==> src/rtl/irq_line_pkg.sv <==
// Package: shared state encoding for the interrupt line controller.
// Assumes: consumed by irq_line_fsm and the top level only.
package irq_line_pkg;

    // Line controller states; the line is low in RST, INIT and ASSERT.
    typedef enum logic [2:0] {
        ST_RST    = 3'd0,
        ST_INIT   = 3'd1,
        ST_IDLE   = 3'd2,
        ST_WAIT   = 3'd3,
        ST_ASSERT = 3'd4,
        ST_HELD   = 3'd5
    } irq_state_e;

endpackage

==> src/rtl/irq_cycle_timer.sv <==
// Module: counts the cycles for which run stays high and flags the last one.
// Assumes: LIMIT >= 1; done is high during cycle LIMIT of an unbroken run;
//          a low run or a restart pulse returns the count to zero.
module irq_cycle_timer #(
    parameter int LIMIT = 16
) (
    input  logic clk,
    input  logic rst_n,
    input  logic run,
    input  logic restart,
    output logic done
);
    localparam int CW = (LIMIT < 2) ? 1 : $clog2(LIMIT + 1);
    localparam logic [CW-1:0] LAST = CW'(LIMIT - 1);

    logic [CW-1:0] cnt_q;

    assign done = run && (cnt_q == LAST);

    // Advance while running, saturate on the final cycle, clear otherwise.
    always_ff @(posedge clk) begin
        if (!rst_n) begin
            cnt_q <= '0;
        end else if (!run || restart) begin
            cnt_q <= '0;
        end else if (!done) begin
            cnt_q <= cnt_q + 1'b1;
        end
    end

endmodule

==> src/rtl/irq_evt_latch.sv <==
// Module: one sticky status bit per event source.
// Assumes: clr wipes all bits but an event sampled in the same cycle wins;
//          cap_en low drops incoming events (reset phase).
module irq_evt_latch #(
    parameter int N_EVT = 4
) (
    input  logic             clk,
    input  logic             rst_n,
    input  logic [N_EVT-1:0] evt,
    input  logic             cap_en,
    input  logic             clr,
    output logic [N_EVT-1:0] status
);
    generate
        for (genvar i = 0; i < N_EVT; i++) begin : g_bit
            // Capture, hold or clear one status bit.
            always_ff @(posedge clk) begin
                if (!rst_n) begin
                    status[i] <= 1'b0;
                end else if (clr) begin
                    status[i] <= evt[i] & cap_en;
                end else if (evt[i] && cap_en) begin
                    status[i] <= 1'b1;
                end
            end

            // an accepted event shows up in its status bit.
            p_evt_latched_r5: assert property (@(posedge clk) disable iff (!rst_n)
                (evt[i] && cap_en) |=> status[i]);

            // a set bit survives until something clears it.
            p_bit_sticky_r5: assert property (@(posedge clk) disable iff (!rst_n)
                (status[i] && !clr) |=> status[i]);
        end
    endgenerate

    // a read with no concurrent event leaves nothing pending.
    p_read_clears_r9: assert property (@(posedge clk) disable iff (!rst_n)
        (clr && !(|evt)) |=> (status == '0));

endmodule

==> src/rtl/irq_line_fsm.sv <==
// Module: mask register and line state machine driving the active-low line.
// Assumes: pending is the registered OR of the status bits; the timers
//          report done on the final cycle of their windows; vddio_fall is
//          a one-cycle pulse on a supply drop.
module irq_line_fsm
    import irq_line_pkg::*;
(
    input  logic clk,
    input  logic rst_n,
    input  logic vddio_ok,
    input  logic vddio_fall,
    input  logic mask_wr,
    input  logic mask_wdata,
    input  logic stat_rd,
    input  logic pending,
    input  logic rst_done,
    input  logic wait_done,
    output logic run_rst,
    output logic run_wait,
    output logic in_rst,
    output logic irq_n
);
    irq_state_e state_q, state_d;
    logic       mask_q;

    assign run_rst  = (state_q == ST_RST);
    assign run_wait = (state_q == ST_WAIT);
    assign in_rst   = run_rst || vddio_fall;
    assign irq_n    = (state_q == ST_IDLE) || (state_q == ST_WAIT) ||
                      (state_q == ST_HELD);

    // Host mask bit: forced set by any reset, writable only with supply up.
    always_ff @(posedge clk) begin
        if (!rst_n) begin
            mask_q <= 1'b1;
        end else if (in_rst) begin
            mask_q <= 1'b1;
        end else if (mask_wr && vddio_ok) begin
            mask_q <= mask_wdata;
        end
    end

    // Next-state selection; a supply drop overrides everything.
    always_comb begin
        state_d = state_q;
        if (vddio_fall) begin
            state_d = ST_RST;
        end else begin
            unique case (state_q)
                ST_RST:    if (rst_done) state_d = ST_INIT;
                ST_INIT:   if (!mask_q && vddio_ok)
                               state_d = pending ? ST_WAIT : ST_IDLE;
                ST_IDLE:   if (mask_q) state_d = ST_HELD;
                           else if (pending) state_d = ST_WAIT;
                ST_WAIT:   if (mask_q) state_d = ST_HELD;
                           else if (stat_rd || !pending) state_d = ST_IDLE;
                           else if (wait_done) state_d = ST_ASSERT;
                ST_ASSERT: if (mask_q) state_d = ST_HELD;
                           else if (stat_rd) state_d = ST_IDLE;
                ST_HELD:   if (!mask_q)
                               state_d = pending ? ST_WAIT : ST_IDLE;
                default:   state_d = ST_RST;
            endcase
        end
    end

    // State register.
    always_ff @(posedge clk) begin
        if (!rst_n) begin
            state_q <= ST_RST;
        end else begin
            state_q <= state_d;
        end
    end

    // the line only falls with something to report.
    p_fall_has_cause_r12: assert property (@(posedge clk) disable iff (!rst_n)
        ($fell(irq_n) && !$past(vddio_fall)) |-> pending);

    // no falling edge while the host holds the mask.
    p_masked_high_r8: assert property (@(posedge clk) disable iff (!rst_n)
        (mask_q && irq_n && !vddio_fall) |=> irq_n);

    // a supply drop pulls the line low and re-arms the mask.
    p_vddio_drop_r11: assert property (@(posedge clk) disable iff (!rst_n)
        vddio_fall |=> (!irq_n && mask_q));

    // reading while asserted releases the line at once.
    p_read_release_r9: assert property (@(posedge clk) disable iff (!rst_n)
        ((state_q == ST_ASSERT) && stat_rd && !mask_q && !vddio_fall) |=> irq_n);

    // with the supply absent the mask cannot be cleared.
    p_mask_locked_r3: assert property (@(posedge clk) disable iff (!rst_n)
        (!vddio_ok && mask_q) |=> mask_q);

endmodule

==> src/rtl/irq_line_ctrl.sv <==
// Module: top of the maskable interrupt line controller.
// Assumes: all inputs synchronous to clk; event and strobe inputs are
//          single-cycle pulses; SW_WAIT_CYC and RST_CYC are >= 1.
module irq_line_ctrl #(
    parameter int N_EVT       = 4,
    parameter int SW_WAIT_CYC = 64,
    parameter int RST_CYC     = 12500
) (
    input  logic             clk,
    input  logic             rst_n,
    input  logic [N_EVT-1:0] evt_pulse,
    input  logic             mask_wr,
    input  logic             mask_wdata,
    input  logic             stat_rd,
    input  logic             vddio_ok,
    output logic             irq_n,
    output logic [N_EVT-1:0] evt_status
);
    logic vddio_q;
    logic vddio_fall;
    logic run_rst, run_wait, in_rst;
    logic rst_done, wait_done;
    logic pending;

    // Remember the previous supply level for edge detection.
    always_ff @(posedge clk) begin
        if (!rst_n) begin
            vddio_q <= 1'b0;
        end else begin
            vddio_q <= vddio_ok;
        end
    end

    assign vddio_fall = vddio_q && !vddio_ok;
    assign pending    = |evt_status;

    irq_evt_latch #(.N_EVT(N_EVT)) u_latch (
        .clk    (clk),
        .rst_n  (rst_n),
        .evt    (evt_pulse),
        .cap_en (!in_rst),
        .clr    (stat_rd || in_rst),
        .status (evt_status)
    );

    irq_cycle_timer #(.LIMIT(RST_CYC)) u_rst_timer (
        .clk     (clk),
        .rst_n   (rst_n),
        .run     (run_rst),
        .restart (vddio_fall),
        .done    (rst_done)
    );

    irq_cycle_timer #(.LIMIT(SW_WAIT_CYC)) u_wait_timer (
        .clk     (clk),
        .rst_n   (rst_n),
        .run     (run_wait),
        .restart (1'b0),
        .done    (wait_done)
    );

    irq_line_fsm u_fsm (
        .clk        (clk),
        .rst_n      (rst_n),
        .vddio_ok   (vddio_ok),
        .vddio_fall (vddio_fall),
        .mask_wr    (mask_wr),
        .mask_wdata (mask_wdata),
        .stat_rd    (stat_rd),
        .pending    (pending),
        .rst_done   (rst_done),
        .wait_done  (wait_done),
        .run_rst    (run_rst),
        .run_wait   (run_wait),
        .in_rst     (in_rst),
        .irq_n      (irq_n)
    );

endmodule

==> config.mk <==
export PLATFORM = sky130hd
export DESIGN_NAME = irq_line_ctrl
export DESIGN_NICKNAME = d
export VERILOG_FILES = /design/src/rtl/irq_line_pkg.sv /design/src/rtl/irq_cycle_timer.sv /design/src/rtl/irq_evt_latch.sv /design/src/rtl/irq_line_fsm.sv /design/src/rtl/irq_line_ctrl.sv
export SDC_FILE = /design/constraint.sdc
export NUM_CORES = 1
export LEC_CHECK = 0
export ABC_CLOCK_PERIOD_IN_PS = 2000
export BUFFER_PORTS_ARGS = -buffer_cell sky130_fd_sc_hd__buf_2
export CAP_MARGIN = 20
export CELL_PAD_IN_SITES_DETAIL_PLACEMENT = 1
export CELL_PAD_IN_SITES_GLOBAL_PLACEMENT = 2
export CORE_UTILIZATION = 34
export CTS_BUF_LIST = sky130_fd_sc_hd__clkbuf_2
export DETAILED_ROUTE_END_ITERATION = 8
export PLACE_DENSITY = 0.82
export SLEW_MARGIN = 20
export SYNTH_ARGS = -nofsm -noshare
export SYNTH_HDL_FRONTEND = slang
export SYNTH_HIERARCHICAL = 1
export SYNTH_SLANG_ARGS = --single-unit
==> constraint.sdc <==
create_clock -name clk -period 2 [get_ports clk]
set_input_delay 0.2 -clock clk [delete_from_list [all_inputs] [get_ports clk]]
set_output_delay 0.2 -clock clk [all_outputs]
set_load 0.05 [all_outputs]
==> results.txt, run 1 <==
Status: complete, no violations
Initial DRC Count: 22
GRT busiest layer: met2
Crit. End Element: flip-flop
CP Max Fanout: 3
Die W: 71.5 microns
CTS Root Cell: clkbuf_2
Final slew viol count: 0
Area Growth Syn to Fin: 18.7%
Fmax: 508 MHz
Antenna Cells: 0
Commonest cells after routing, fill and taps aside: 26 x nand2_1, 25 x dfxtp_1, 18 x buf_4
Routed vias: 1,556
Worst-path clk slew: 160 ps
MaxCap Viol Count: 0
Most common cell after layout, fill and taps aside: nand2_1
IO Pins: 15
CTS HTree Levels: 2
Critical Path Slowest Stage Cell: or4b_4
Die height: 71.5 microns
Power Dens Cells: 496 nW/um^2
Row Count: 24
Met2 usage: 0.329
Switching power: 258 uW
Mux share of post-synthesis cell area: 0.0427
GRT Residual Overflow: 0
Adder-Cell Fraction of Synth Area: 0.0152
Bufs and invs on worst path: 1
Synth Flop Type: dfxtp_1
Clk sinks: 30
Post-synthesis xor/xnor area fraction: 0.0107
Floorplan core area: 4500 sq um
Routed Antenna Nets: 0
DRC: 0
Rel. slew slack: 0.668
Largest family of logic cells by synthesized area: simple AND/OR/NAND/NOR gates
Number of flops mapped to enable cells by yosys: 0
Flop pwr share: 0.627
Post-Synth Simple-Gate Area: 0.363
YS warnings: 6
#FFs+latches synth: 30
HPWL Detailed: 3160 microns
Largest net degree at the start of global routing: 16
CP arrival: 2250 ps
Leak Pwr: 0.759 nW
Final Cycle Share: 0.985
Routability cong.: 0.899
Syn avg cell area: 8.60 sq um
Initial Util: 0.365
Fin crit period: 1970 ps
Data required, critical path: 2280 ps
CTS tree: yes
Hold Violations, Final: 0
Internal: 710 uW
Async S/R FF share, synth: 0
Clk network pwr share: 0.312
Clk_lat worst skew: 370 ps
Synthesized area: 1640 sq um
Drt via density: 5.60
Worst hold slack: 56.3 ps
First-pass GRT wire length: 7020 microns
Peak supply drop: 0.000225 V
Startpoint Class: flip-flop
Hold buffer count at cts: 0
Final Setup Violations: 0
Syn Inst Count: 191
Num CTS Buffers: 5
Slew @ Worst Pin: 496 ps
Layout cells sized above 1: 0.274
Fill cells: 568
Top cells by area, synth: dfxtp_1 37%, nand2_1 5.9%, mux2i_1 4.3%
CP Cell Sequence: or4b_4 -> nor4_4 -> nor2_1 -> o21ai_2 -> buf_4 -> nand3_2 -> mux2i_1
M3 GR Usage: 0.0422
Drt first pass iters: 4
Initial antenna violation count: 0
Crit-path leading delay family: simple AND/OR/NAND/NOR gates
Area share of the largest cell type after synthesis: 0.366
# port buffers: 14
Max Root-Sink Buffers: 2
Distinct cells, synth: 49
RSZ-0062 raised after global routing: yes
Post-Route WL: 4130 microns
Die area: 5110 sq um
Logic pwr share: 0.060
Compound-Gate Fraction of Synth Area: 0.165
CP peak stage delay: 550 ps
Total power draw: 968 uW
Worst min path class: input pin to flip-flop
Avg WL per Cell: 14.9 microns
Worst Setup Path Type: flip-flop to flip-flop
Grt met1 use: 0.198
Number of global-route vias before repair: 1,528
Final layout net count: 237
Final worst clock skew: 16.8 ps
Leading area contributor after synthesis: dfxtp_1
Seq/Total Area, Yosys: 0.366
Total GRT Usage: 0.176
Net Sw Frac: 0.266
-- final cells by class --
cell class	count	area (sq um)	area share
multi-input cells	151	1010	0.519
flip-flops and latches	30	607	0.311
repair buffers	32	205	0.105
well taps	52	65.1	0.0334
clock buffers	5	25.0	0.0128
inverters	5	18.8	0.00963
clock inverters	3	16.3	0.00834
-- synth_stat cells (3+ instances only) --
| master | number |
|---|---|
| a21boi_1 | 4 |
| a21oi_1 | 8 |
| a31oi_1 | 5 |
| dfxtp_1 | 30 |
| inv_1 | 5 |
| mux2i_1 | 7 |
| nand2_1 | 26 |
| nand2b_1 | 9 |
| nand3_1 | 10 |
| nand3b_1 | 5 |
| nand4b_1 | 3 |
| nor2_1 | 7 |
| nor2b_1 | 3 |
| nor3_1 | 4 |
| nor4_1 | 3 |
| o21a_1 | 3 |
| o21ai_0 | 7 |
| o31ai_1 | 4 |
| or4_1 | 6 |
-- registers in the layout, summed over array words and instances (netlist names) --
| register | cells |
|---|---|
| u_rst_timer/cnt_q | 14 |
| u_fsm/mask_q | 1 |
| vddio_q | 1 |
| u_latch/status | 4 |
| u_wait_timer/cnt_q | 7 |
| u_fsm/state_q | 3 |
-- power by group through the flow --
stage	Clock, mW	Sequential, mW	Combinational [mW]
after floorplan	0	0.621	0.0292
after detailed placement	0	0.619	0.0585
after global placement	0	0.619	0.0559
after global routing	0.346	0.608	0.0649
after CTS	0.316	0.607	0.0590
final	0.302	0.607	0.0584
-- metrics by stage --
| stage | cell area [sq um] | setup slack, ps | instances | util | TNS, ps |
|---|---|---|---|---|---|
| after CTS | 1930 | 0.278 | 277 | 0.428 | 0 |
| after detailed placement | 1860 | 15.7 | 267 | 0.413 | 0 |
| after global placement | 1860 | 105 | 267 | 0.413 | 0 |
| after global routing | 1950 | -61.4 | 278 | 0.433 | -160 |
| final | 1950 | 30.0 | 278 | 0.433 | 0 |
| after floorplan | 1660 | 2.23 | 192 | - | 0 |
-- worst paths after layout --
check,from,to,slack (ps),cells after the start
max,u_rst_timer/cnt_q[2]$_SDFFE_PP0N_,u_fsm/state_q[1]$_SDFFE_PP0P_,30,7
min,evt_pulse[2],u_latch/status[2]$_SDFFE_PN0P_,60,3
max reg2reg,u_rst_timer/cnt_q[2]$_SDFFE_PP0N_,u_fsm/state_q[1]$_SDFFE_PP0P_,30,7
min reg2reg,u_wait_timer/cnt_q[6]$_SDFFE_PP0N_,u_wait_timer/cnt_q[6]$_SDFFE_PP0N_,480,2
-- what timing repair did --
action                                  4_1_cts  5_1_grt
cloned                                        0        0
endpoints found under the setup margin        1        3
gates resized for setup                       3        6
pin swaps                                     1        3
endpoints found under the hold margin         0        0
setup buffers                                 2        1
-- logic make-up (layout without fill, tap and decap cells) --
kind of cell	after synthesis	after routing
other	1	2
xor gates and xnor gates	2	2
AOI/OAI and AO/OA	40	40
DFF	30	30
adders and majority gates	2	2
muxes	7	7
and+or+nand+nor	98	98
buffers and inverters	11	45
-- tightest hold or removal path: cells and delay by family --
kind	cells	cell delay, ps
buffers and inverters	1	100
AND/OR/NAND/NOR	1	50
AO/OA/AOI/OAI	1	50
-- routing by layer --
| layer | up-vias | routed length [microns] |
|---|---|---|
| li1 | 764 | - |
| met1 | 755 | 1860 |
| met2 | 30 | 2090 |
| met3 | 7 | 134 |
| met4 | 0 | 52 |
| met5 | - | 0 |
(Power assumes the default switching activity.)
==> run 2: changes to the inputs <==
CORE_UTILIZATION = 33   (was 34)
PLACE_DENSITY = 0.8   (was 0.82)
SYNTH_HIERARCHICAL = not set   (was 1)
==> run 2 against run 1 <==
First-iteration DRC count is 18% higher; clock skew is 6.3 ps lower; final area is 18% lower; critical endpoint is now irq_n; largest cell class unchanged.
==> results.txt, run 2 <==
Status: complete, no violations
Total GRT Usage: 0.174
R2R Path End: u_fsm.state_q[2]$_SDFFE_PP0P_
Routed vias: 1,168
Hold EP: u_latch.status[0]$_SDFFE_PN0P_
Final Cycle Share: 0.916
Count leader, synth: nor2_1
CTS Root Cell: clkbuf_2
Die W: 67.8 microns
Synth Flop Type: dfxtp_1
Slew @ Worst Pin: 414 ps
Reg-to-reg slack, setup: 200 ps
Worst r2r path cells: 6
Antenna Cells: 0
GRT Residual Overflow: 0
Hold Violations, Final: 0
Reg with most FFs: u_rst_timer.cnt_q
Drt first pass iters: 4
Area post-placement: 1560 sq um
Area share of the largest cell type after synthesis: 0.420
Initial DRC Count: 26
# port buffers: 14
Top cells by area, synth: dfxtp_1 42%, nor2_1 8.4%, xor2_1 6.1%
Seq/Total Area, Yosys: 0.420
Synthesized area: 1430 sq um
Post-route setup TNS: 0 ps
IO Pins: 15
Routed Antenna Nets: 0
Util after Layout: 0.393
Final worst clock skew: 10.5 ps
Post-route cell area: 1610 sq um
Leak Pwr: 0.737 nW
Power Dens Cells: 594 nW/um^2
CTS HTree Levels: 2
CP Max Fanout: 11
Area Growth Syn to Fin: 12.3%
Number of global-route vias before repair: 1,279
Hold path depth: 3
DRC: 0
Num CTS Buffers: 5
Data required, critical path: 1800 ps
Initial antenna violation count: 0
Final slew viol count: 0
Drt via density: 5.08
Fin crit period: 1830 ps
Number of flops mapped to enable cells by yosys: 0
Row Count: 23
CP arrival: 1630 ps
Commonest cells after routing, fill and taps aside: 32 x nor2_1, 30 x dfxtp_1, 14 x buf_2
MaxCap Viol Count: 0
Most common cell after layout, fill and taps aside: nor2_1
Largest net degree at the start of global routing: 12
Hold wc startpoint: evt_pulse[0]
Syn nets: 172
Crit. End Element: output pin
Worst-path clk slew: 150 ps
YS warnings: 0
Largest register FFs: 14
Clk_lat worst skew: 380 ps
Routability cong.: 0.763
Layout cells sized above 1: 0.178
Die height: 67.8 microns
Clk sinks: 30
Final layout net count: 192
Top flop regs: u_rst_timer.cnt_q: 14 flops, u_wait_timer.cnt_q: 7 flops, u_latch.status: 4 flops
Postcts setup bufs: 0
Floorplan core area: 4090 sq um
Worst min path class: input pin to flip-flop
R2R Path Start: u_rst_timer.cnt_q[0]$_SDFFE_PP0N_
#FFs+latches synth: 30
Fill cells: 516
Avg WL per Cell: 14.0 microns
Worst Setup Path Type: flip-flop to output pin
Syn avg cell area: 8.94 sq um
Final Setup Violations: 0
Startpoint Class: flip-flop
Top post-synthesis cells by count: 32 x nor2_1, 30 x dfxtp_1, 10 x xor2_1
Die area: 4600 sq um
CTS tree: yes
Post-Route WL: 3220 microns
Leading area contributor after synthesis: dfxtp_1
Peak supply drop: 0.000257 V
Async S/R FF share, synth: 0
First-pass GRT wire length: 5700 microns
Rel. slew slack: 0.717
Max Root-Sink Buffers: 2
Initial Util: 0.350
Distinct cells, synth: 43
RSZ-0062 raised after global routing: no
HPWL Detailed: 2440 microns
Syn Inst Count: 160
Fmax: 546 MHz
==> run 2: cell types whose count changed in the layout (fill, tap and decap cells not counted), moves of 6 or more <==
cell / previous run / this run
buf_4: 18 / 3
nand2_1: 26 / 9
nand2b_1: 9 / 0
nor2_1: 7 / 32
o21ai_0: 7 / 1
xor2_1: 2 / 10
==> run 2: per-layer routing <==
| layer | global-route usage | vias up | part of all wire |
|---|---|---|---|
| met3 | 0.0650 | 5 | 0.040 |
| met5 | 0 | - | 0 |
| met1 | 0.195 | 549 | 0.46 |
| met2 | 0.293 | 18 | 0.48 |
| li1 | - | 596 | - |
| met4 | 0.0781 | 0 | 0.018 |
==> run 2: worst max-delay path by stage <==
stage / slack, ps / cells after the start / start / to
final: 170 / 3 / u_fsm.state_q[0]$_SDFFE_PP0P_ / irq_n
after global routing: 40 / 3 / u_fsm.state_q[1]$_SDFFE_PP0P_ / irq_n
after CTS: 80 / 3 / u_fsm.state_q[1]$_SDFFE_PP0P_ / irq_n
after detailed placement: 230 / 6 / u_rst_timer.cnt_q[0]$_SDFFE_PP0N_ / u_fsm.state_q[2]$_SDFFE_PP0P_
after global placement: 330 / 6 / u_rst_timer.cnt_q[0]$_SDFFE_PP0N_ / u_fsm.state_q[2]$_SDFFE_PP0P_
after floorplan: 260 / 5 / u_latch.status[3]$_SDFFE_PN0P_ / u_fsm.state_q[2]$_SDFFE_PP0P_
==> run 2: area by class of cell <==
class,instances,area (sq um),share of cell area
Clock buffer,7,35.0,0.0218
Sequential cell,30,601,0.374
Inverter,4,15.0,0.00935
Tap cell,50,62.6,0.0389
Multi-Input combinational cell,121,791,0.492
Timing Repair Buffer,18,103,0.0639
==> run 2: logic make-up (layout without fill, tap and decap cells) <==
logic type               count (synthesis)  in the layout  synth area share
AO/OA/AOI/OAI                           24             24             0.126
XOR/XNOR                                15             15            0.0919
adder cells (fa/ha/maj)                  2              2            0.0175
buffers and inverters                    9             29            0.0289
flip-flops                              30             30             0.420
multiplexers                             3              3            0.0219
AND/OR/NAND/NOR                         77             77             0.294
==> run 2: through the flow <==
stage / hold WS (ps) / instances / worst slack [ps] / power [mW]
after CTS: 0.844 / 229 / 76.9 / 0.967
final: 15.6 / 230 / 168 / 0.955
after global placement: 406 / 222 / 330 / 0.665
after detailed placement: 419 / 222 / 230 / 0.668
after floorplan: 317 / 160 / 259 / 0.646
after global routing: 1.78 / 230 / 44.2 / 1.01
==> run 2: where the power goes <==
group / switching, mW / internal (mW) / total, mW / leakage (nW)
Clock: 0.208 / 0.0909 / 0.299 / 0.0291
Sequential: 0.00643 / 0.604 / 0.610 / 0.242
Combinational: 0.0241 / 0.0216 / 0.0457 / 0.466
Total: 0.239 / 0.716 / 0.955 / 0.737
==> run 2: critical path: stages, from the launching register on <==
cell and delay (ps):
dfxtp_1 560, nor2b_1 300, a21o_1 150, buf_2 250
==> run 2: repair_timing <==
action                                  4_1_cts  5_1_grt
hold buffers                                  0        1
endpoints found under the setup margin        0        1
gates resized for setup                       0        1
hold endpoints to repair                      0        1
==> run 3: changes to the inputs <==
CORE_MARGIN = 4   (was not set)
==> run 3 against run 2 <==
Sequential power about the same; global-route usage decreased by 3.8 points; sequential cell count unchanged; final cell count decreased by 0.87%; power decreased by 2.7%; non-clock buffer count decreased by 1; first-iteration DRC count decreased by 73%; via count increased by 2.1%; hold slack improved by 16 ps; final area decreased by 1.2%; combinational power decreased by 2%; clock-buffer cell count decreased by 2; largest power group unchanged; highest routed layer unchanged.
==> results.txt, run 3 (same netlist as run 2, synthesis figures left out) <==
Crit. End Element: output pin
Largest net degree at the start of global routing: 15
Drt via density: 5.23
Hold wc startpoint: evt_pulse[1]
First-pass GRT wire length: 5700 microns
Slew @ Worst Pin: 396 ps
Row Count: 23
Startpoint Class: flip-flop
Clk sinks: 30
Final layout net count: 191
CP Max Fanout: 10
Routability cong.: 0.811
Final Setup Violations: 0
Drt first pass iters: 2
RSZ-0062 raised after global routing: no
Most common cell after layout, fill and taps aside: nor2_1
PnR worst setup slack: 179 ps
Fin crit period: 1820 ps
Floorplan core area: 4090 sq um
CTS HTree Levels: 2
R2R Path Start: u_rst_timer.cnt_q[0]$_SDFFE_PP0N_
Area post-placement: 1560 sq um
Status: complete, no violations
DRC: 0
Total power draw: 929 uW
Top flop regs: u_rst_timer.cnt_q: 14 flops, u_wait_timer.cnt_q: 7 flops, u_latch.status: 4 flops
Initial antenna violation count: 0
Reg with most FFs: u_rst_timer.cnt_q
Final slew viol count: 0
Avg WL per Cell: 13.9 microns
Routed Antenna Nets: 0
Fmax: 549 MHz
Placed cells: 222
Commonest cells after routing, fill and taps aside: 32 x nor2_1, 30 x dfxtp_1, 14 x buf_2
Final Cycle Share: 0.910
Clk_lat worst skew: 370 ps
Data required, critical path: 1800 ps
CTS tree: yes
Power Dens Cells: 585 nW/um^2
Initial Util: 0.350
Cts repair resizes: 0
Critical path origin: u_fsm.state_q[1]$_SDFFE_PP0P_
Final worst clock skew: 7.48 ps
Post-route setup TNS: 0 ps
Placement Setup Slack: 235 ps
Final Non-Filler Cells: 228
Largest register FFs: 14
CP arrival: 1620 ps
Peak supply drop: 0.000234 V
Post-route cell area: 1590 sq um
IO Pins: 15
Max Root-Sink Buffers: 2
CTS Root Cell: clkbuf_2
HPWL Detailed: 2440 microns
Die W: 73.8 microns
Routed vias: 1,192
Area Growth Syn to Fin: 11.0%
Leak Pwr: 0.726 nW
Total GRT Usage: 0.136
Die height: 73.8 microns
# port buffers: 14
Worst min path class: input pin to flip-flop
GRT Residual Overflow: 0
Number of global-route vias before repair: 1,291
Worst-path clk slew: 140 ps
Die area: 5450 sq um
Initial DRC Count: 7
Hold Violations, Final: 0
Worst hold slack: 31.5 ps
Antenna Cells: 0
Layout cells sized above 1: 0.163
Worst Setup Path Type: flip-flop to output pin
Rel. slew slack: 0.729
Num CTS Buffers: 5
Hold buffer count at cts: 0
MaxCap Viol Count: 0
Post-Route WL: 3170 microns
Postcts setup bufs: 0
Util after Layout: 0.389
run 3: path summary, 6_finish.rpt:
kind | slack (ps) | to | depth (start not counted)
worst max register to register | 200 | u_fsm.state_q[2]$_SDFFE_PP0P_ | 6
worst min register to register | 440 | u_wait_timer.cnt_q[6]$_SDFFE_PN0N_ | 2
worst min-delay path | 30 | u_latch.status[1]$_SDFFE_PN0P_ | 3
worst max-delay path | 180 | irq_n | 3
run 3: power by group:
part | leakage, nW | switching [mW] | total (mW) | internal, mW
combinational | 0.462 | 0.0241 | 0.0448 | 0.0207
sequential | 0.242 | 0.00672 | 0.611 | 0.604
clock | 0.0223 | 0.204 | 0.274 | 0.0693
total | 0.726 | 0.235 | 0.929 | 0.694
run 3: worst max-delay path, cell delays in order, from the launching register on:
cell and delay (ps):
dfxtp_1 530, nor2b_1 350, a21o_1 120, buf_2 250
run 3: layout make-up:
type,instances,area (sq um)
Timing Repair Buffer,17,92.6
Inverter,4,15.0
Sequential cell,30,601
Clock inverter,1,3.75
Fill cell,500,2500
Tap cell,50,62.6
Clock buffer,5,25.0
Multi-Input combinational cell,121,788
run 3: routing by layer:
metal	vias up	wire length (microns)	track usage
met5	-	0	0
met4	0	52	0.0503
met3	6	120	0.0506
met2	15	1530	0.225
met1	575	1470	0.160
li1	596	-	-
